===== src/rtl/sid_span_filter.sv =====
module sid_span_filter #(
  parameter int NUM_CTR = 4,
  parameter int SID_W   = 32,
  localparam int IDX_W  = (NUM_CTR > 1) ? $clog2(NUM_CTR) : 1
) (
  input  logic               clk,
  input  logic               rst_n,
  input  logic               global_mode,
  input  logic               cfg_we,
  input  logic [IDX_W-1:0]   cfg_idx,
  input  logic               cfg_en,
  input  logic               cfg_span,
  input  logic [SID_W-1:0]   cfg_pattern,
  input  logic               evt_valid,
  input  logic [SID_W-1:0]   evt_sid,
  output logic [NUM_CTR-1:0] qual
);

  logic [NUM_CTR-1:0] en_q;
  logic [NUM_CTR-1:0] span_q;
  logic [SID_W-1:0]   pat_q [NUM_CTR];
  logic [NUM_CTR-1:0] hit;

  always_ff @(posedge clk) begin
    for (int i = 0; i < NUM_CTR; i++) begin
      if (!rst_n) begin
        en_q[i]   <= 1'b0;
        span_q[i] <= 1'b0;
        pat_q[i]  <= '0;
      end else if (cfg_we && cfg_idx == IDX_W'(i)) begin
        en_q[i]   <= cfg_en;
        span_q[i] <= cfg_span;
        pat_q[i]  <= cfg_pattern;
      end
    end
  end

  for (genvar g = 0; g < NUM_CTR; g++) begin : g_ctr
    localparam int SRC = 0;
    logic             f_en;
    logic             f_span;
    logic [SID_W-1:0] f_pat;
    logic [SID_W-1:0] f_mask;

    assign f_en   = global_mode ? en_q[SRC]   : en_q[g];
    assign f_span = global_mode ? span_q[SRC] : span_q[g];
    assign f_pat  = global_mode ? pat_q[SRC]  : pat_q[g];
    assign f_mask = f_span ? (f_pat ^ (f_pat + SID_W'(1))) : '0;
    assign hit[g] = !f_en || (((evt_sid ^ f_pat) & ~f_mask) == '0);
  end

  always_ff @(posedge clk) begin
    if (!rst_n) qual <= '0;
    else        qual <= evt_valid ? hit : '0;
  end

endmodule



===== config.mk =====
export PLATFORM = sky130hd
export DESIGN_NAME = sid_span_filter
export DESIGN_NICKNAME = d
export VERILOG_FILES = /design/src/rtl/sid_span_filter.sv
export SDC_FILE = /design/constraint.sdc
export NUM_CORES = 1
export LEC_CHECK = 0
export ABC_AREA = 1
export BUFFER_PORTS_ARGS = -buffer_cell sky130_fd_sc_hd__buf_2
export CAP_MARGIN = 5
export CORE_MARGIN = 5
export CORE_UTILIZATION = 60
export CTS_CLUSTER_DIAMETER = 60
export DETAILED_ROUTE_END_ITERATION = 7
export GPL_ROUTABILITY_DRIVEN = 0
export HOLD_SLACK_MARGIN = 0.12
export PLACE_DENSITY_LB_ADDON = 0.25
export RECOVER_POWER = 100
export SLEW_MARGIN = 10
export SYNTH_ARGS = -nofsm -noshare
export SYNTH_HDL_FRONTEND = slang
export SYNTH_SLANG_ARGS = --single-unit

===== constraint.sdc =====
create_clock -name clk -period 2.3 [get_ports clk]
set_input_delay 0.115 -clock clk [delete_from_list [all_inputs] [get_ports clk]]
set_output_delay 0.115 -clock clk [all_outputs]
set_load 0.005 [all_outputs]

==> reports/results.txt, run 1 <==
Multi-input gate area: 5600 sq um
worst hold margin: 0.203 ns
Slew Limit Fails: 0
initial antenna violation count: 1
Simple-Gate Fraction of Synth Area: 40.2%
worst hold path type: in2reg
Filler cells: 1442
violations in the final reports: design-rule violations
crit path DAT: 2.57 ns
Buffers on Ports: 76
synth top area cells: edfxtp_1 37%, nand2_1 20%, nor2_1 10%
share of layout cells above drive strength 1: 12.2%
post-synthesis adder-cell area fraction: 0.121%
CTS Sinks: 140
H-tree Lvls: 4
drt total wl: 34500 um
skew final: 0.00829 ns
dpl ws: -0.0397 ns
measured slew at the worst slew-check pin: 1.01 ns
core area: 17100 sq um
1st-pass router iterations: 8
clock period minus worst slack: 2.23 ns
Synth Area in XOR/XNOR: 10.1%
GR Overflow Total: 0
die width: 141 um
highest clock rate: 448 MHz
outcome: complete, but fails checks
Die Span Y: 141 um
largest net degree at the start of global routing: 36
Ports: 77
post-synth cell types: 37
Starting Density: 60.5%
worst skew pair latency: 0.43 ns
final setup fails: 0
NumNets Final: 1722
initial DRC count: 1585
vias in the first global route: 10200
Area Growth Syn to Fin: 17.2%
count of final hold-check violations: 0
CTS root buf: clkbuf_16
Antenna Nets Post-Route: 0
hpwl dp: 26100 um
mux share of post-synthesis cell area: 0%
main combinational cell family by area after synthesis: simple AND/OR/NAND/NOR gates
Yosys Warn Count: 0
MaxCap Viol Count: 0
Post-Syn Nets: 1582
post-placement cell count: 1808
post-synthesis compound-gate area fraction: 3.19%
setup ws final: 0.0703 ns
Layout Utilization: 71.0%
WP data required: 2.64 ns
CTS Buffer Depth: 2
leak pwr: 5.50 nW
RSZ-0062 raised after global routing: yes
DR WL/cell: 18.3 um
first-pass GRT wire length: 53500 um
Startpoint Class: register
Setup CP Type: reg2reg
crit-path max FO: 4
sequential cell area: 4080 sq um
PwrDens: 607 nW/um^2
Via Count: 10900
Yosys reg bits: 140
vias per cell: 5.76
final std cells w/o fill: 1887
Syn Std Cell Area: 10400 sq um
Cells after Synth: 1508
Max-slew headroom: 32.6%
post-synth top area cell: edfxtp_1
CTS tree: yes
Max VDD drop: 997 uV
row count: 48
register area share after synthesis: 39.4%
die area: 20000 sq um
drt drc: 1
fin crit share: 96.9%
CP endpoint kind: register
Mean Syn Cell Area: 6.87 sq um
CTS Buf Count: 17
Yosys top cell area share: 37.1%
Tot GR Track Use: 34.5%
Clock Pin Slew Worst Setup and Hold Paths: 0.07 ns
stage by stage:
step | TNS (ns) | area (sq um) | total power, W
after floorplan | 0 | 10400 | 0.00401
after global placement | -0.00938 | 11100 | 0.00448
after detailed placement | -0.0397 | 11100 | 0.00450
after CTS | 0 | 12100 | 0.00730
after global routing | -0.158 | 12100 | 0.00764
final | 0 | 12100 | 0.00737
path summary, 6_finish.rpt:
kind          startpoint   endpoint  slack [ns]  depth (start not counted)
max          pat_q[0][0]    qual[0]        0.07                          9
min               cfg_we    en_q[0]        0.20                          6
max reg2reg  pat_q[0][0]    qual[0]        0.07                          9
min reg2reg    span_q[1]  span_q[1]        0.48                          2
per-layer routing:
metal | track usage, % | share of wire [%]
met5 | 0 | 0.038
met4 | 12.9 | 4.0
met3 | 8.86 | 15
met2 | 52.2 | 43
met1 | 48.1 | 38
sequential cells by signal, indices dropped and copies added, names as in the netlist:
name    cells
pat_q     128
en_q        4
qual        4
span_q      4
cells in the final DEF (no fill, tap or decap), types with 5 or more instances in the layout:
cell and instances:
nand2_2 21, a21oi_1 11, inv_1 121, o22ai_1 9, nor2_1 283, nand3_1 71
dlygate4sd3_1 38, buf_4 32, o21ai_0 30, xor2_1 110, nand2_1 562, nor2_2 19
xnor2_1 10, edfxtp_1 128, dfxtp_1 12, clkbuf_1 6, inv_2 5, nand3b_1 6
clkbuf_16 17, o21ai_1 9, nor3_1 22, inv_6 5, buf_2 71, clkbuf_2 8
nand4_1 20
critical path: stages (launching register included):
cell	delay, ns
edfxtp_1	0.48
ha_2	0.36
inv_1	0.05
o21ai_0	0.14
nand2_1	0.07
nor4_1	0.31
nand4_1	0.16
nor2_1	0.24
nand3_1	0.15
a21oi_1	0.17
logic make-up (layout without fill, tap and decap cells):
logic type,Yosys count,after routing
AOI/OAI and AO/OA,62,62
xor gates and xnor gates,120,120
other,0,1
and+or+nand+nor,1021,1021
adders and majority gates,1,1
buffers and inverters,164,317
DFF,140,140
synthesized netlist by cell type:
library cell	instances
a21boi_0	1
a21oi_1	11
and2_1	1
and3_1	3
buf_1	1
buf_2	5
buf_4	4
buf_6	8
buf_8	1
clkbuf_1	18
clkinv_4	1
dfxtp_1	12
edfxtp_1	128
ha_1	1
inv_1	122
inv_2	4
nand2_1	565
nand2_2	18
nand2_4	1
nand3_1	71
nand3_2	1
nand3b_1	6
nand4_1	20
nor2_1	288
nor2_2	14
nor2_4	3
nor3_1	24
nor3b_1	4
nor4_1	1
o21a_1	1
o21ai_0	30
o21ai_1	9
o21ai_2	1
o22ai_1	9
or2_2	1
xnor2_1	10
xor2_1	110
cell type report:
| cell class | count | share of cell area (%) |
|---|---|---|
| Antenna cell | 1 | 0.0206 |
| Clock buffer | 17 | 3.50 |
| Clock inverter | 15 | 1.43 |
| Inverter | 127 | 3.97 |
| Multi-Input combinational cell | 1204 | 46.1 |
| Sequential cell | 140 | 33.6 |
| Tap cell | 225 | 2.32 |
| Timing Repair Buffer | 158 | 9.05 |
power breakdown:
part | total [W] | internal [W] | switching (W)
clock network | 0.00278 | 0.00155 | 0.00123
registers | 0.00310 | 0.00297 | 0.000126
logic | 0.00150 | 0.000497 | 0.000999
what timing repair did:
action / in CTS / in global routing
buffers inserted: 0 / 8
gates resized for setup: 0 / 12
setup endpoints to repair: 0 / 4
endpoints found under the hold margin: 139 / 0
hold buffers: 38 / 0
Power figures use the tool's default switching activity.
==> inputs of run 2 (changes only) <==
--- a/config.mk
+++ b/config.mk
@@ -14,7 +14,7 @@
 export DETAILED_ROUTE_END_ITERATION = 7
 export GPL_ROUTABILITY_DRIVEN = 0
 export HOLD_SLACK_MARGIN = 0.12
-export PLACE_DENSITY_LB_ADDON = 0.25
+export PLACE_DENSITY = 0.8
 export RECOVER_POWER = 100
 export SLEW_MARGIN = 10
 export SYNTH_ARGS = -nofsm -noshare
==> run 2 against run 1 <==
The run ends with max-capacitance violations, max-slew violations left. Via count fell by 0.52%. Sequential power about the same. Global-route usage fell by 0.72 points. Maximum frequency rose by 3.4%. Largest cell class unchanged. Largest power group unchanged.
==> reports/results.txt, run 2 (synthesis gave the netlist of run 1 again) <==
outcome: complete, but fails checks
violations in the final reports: max-capacitance violations, max-slew violations
Seq pwr share: 41.8%
worst hold margin: 0.218 ns
initial DRC count: 1578
placed cell area: 11100 sq um
Slew Limit Fails: 130
CTS Buffer Depth: 2
Ports: 77
MaxCap Viol Count: 4
max FFs per register: 128
share of layout cells above drive strength 1: 13.0%
final setup fails: 0
post-placement cell count: 1807
WP data required: 2.65 ns
Area Growth Syn to Fin: 18.4%
CTS Sinks: 140
Setup CP Type: reg2reg
hold_sp: rst_n
Clock Pin Slew Worst Setup and Hold Paths: 0.07 ns
Startpoint Class: register
sw power: 0.00222 W
GR Overflow Total: 0
die width: 141 um
1st-pass router iterations: 7
NumNets Final: 1728
vias in the first global route: 10200
crit-path max FO: 5
highest clock rate: 464 MHz
CTS tree: yes
Switching Fraction: 30.0%
core area: 17100 sq um
die area: 20000 sq um
register-to-register setup slack: 0.14 ns
most frequent cells in the layout: 554 x nand2_1, 279 x nor2_1, 128 x edfxtp_1
largest net degree at the start of global routing: 43
H-tree Lvls: 4
Tot GR Track Use: 33.8%
Antenna Nets Post-Route: 0
CTS root buf: clkbuf_16
fin crit share: 93.8%
commonest non-fill, non-tap cell in the layout: nand2_1
hpwl dp: 25600 um
vias per cell: 5.71
Via Count: 10800
internal power: 0.00519 W
drt total wl: 33900 um
initial antenna violation count: 0
first-pass GRT wire length: 52200 um
Filler cells: 1377
Die Span Y: 141 um
skew final: 0.0104 ns
reg2reg start: pat_q[0][10]
Comb pwr share: 20.3%
CP endpoint kind: register
Max VDD drop: 603 uV
Starting Density: 60.5%
drt drc: 0
leak pwr: 5.52 nW
PwrDens: 605 nW/um^2
worst hold path type: in2reg
most flop-heavy register: pat_q
count of final hold-check violations: 0
measured slew at the worst slew-check pin: 1.84 ns
worst skew pair latency: 0.43 ns
DR WL/cell: 17.9 um
RSZ-0062 raised after global routing: yes
Buffers on Ports: 76
CTS Buf Count: 17
Clock Power Share: 37.8%
row count: 48
Max-slew headroom: -22.8%
Critical Path Source: pat_q[0][10]
final std cells w/o fill: 1894
clock period minus worst slack: 2.16 ns
crit path DAT: 2.51 ns
Final Cell Area: 12300 sq um
## run 2: cell types whose count changed in the layout (fill, tap and decap cells not counted), sizes merged
cell,previous run,this run
clkbuf,31,33
clkinv,6,5
inv,134,129
diode,1,2
bufinv,1,3
clkinvlp,1,3
buf,106,114
dlygate4sd3,38,36
## run 2: through the flow
| step | setup TNS (ns) | power, W | worst slack (ns) | utilization, % |
|---|---|---|---|---|
| 2_1_floorplan | 0 | 0.00401 | 0.601 | - |
| 3_3_place_gp | -0.155 | 0.00446 | -0.0955 | 64.9 |
| 3_5_place_dp | -0.218 | 0.00449 | -0.115 | 64.9 |
| 4_1_cts | 0 | 0.00732 | 0.134 | 70.5 |
| 5_1_grt | -0.140 | 0.00769 | -0.108 | 71.6 |
| 6_report | 0 | 0.00742 | 0.143 | 71.7 |
## run 2: path summary, 6_finish.rpt
check,end,cells after the start
max,qual[0],11
min,qual[2],3
max reg2reg,qual[0],11
min reg2reg,span_q[3],2
## run 2: power by group through the flow
stage,Sequential (W),Clock (W),Combinational (W)
after floorplan,0.00309,0,0.000925
after global placement,0.00315,0,0.00132
after detailed placement,0.00315,0,0.00134
after CTS,0.00310,0.00283,0.00140
after global routing,0.00311,0.00294,0.00164
final,0.00310,0.00281,0.00151
## run 2: timing repair
item | CTS | global route
hold buffers | 36 | 0
endpoints found under the hold margin | 139 | 0
gates resized for setup | 0 | 31
setup buffers | 0 | 17
endpoints found under the setup margin | 0 | 4
## run 2: final cells by class
cell class | instances | area (sq um) | area share (%)
clock buffers | 19 | 433 | 3.53
diodes | 2 | 5.00 | 0.0408
flip-flops and latches | 140 | 4080 | 33.3
clock inverters | 13 | 165 | 1.35
multi-input cells | 1204 | 5670 | 46.2
inverters | 127 | 482 | 3.93
well taps | 225 | 282 | 2.29
repair buffers | 164 | 1140 | 9.33
## run 2: worst max-delay path, cell delays in order, from the launching register on
cell	delay, ns
edfxtp_1	0.45
buf_4	0.16
inv_1	0.04
nor3_1	0.33
nand2_1	0.15
nor3_1	0.19
o22ai_1	0.09
nor2_1	0.10
nand2_1	0.07
nor2_1	0.16
nand3_1	0.15
a21oi_1	0.18
## run 2: metal layers
| layer | up-vias | GRT usage [%] | share of wire, % |
|---|---|---|---|
| met3 | 127 | 10.3 | 16 |
| met4 | 0 | 13.2 | 3.8 |
| met2 | 757 | 50.2 | 43 |
| li1 | 5047 | - | - |
| met1 | 4882 | 46.7 | 38 |
| met5 | - | 0 | 0 |
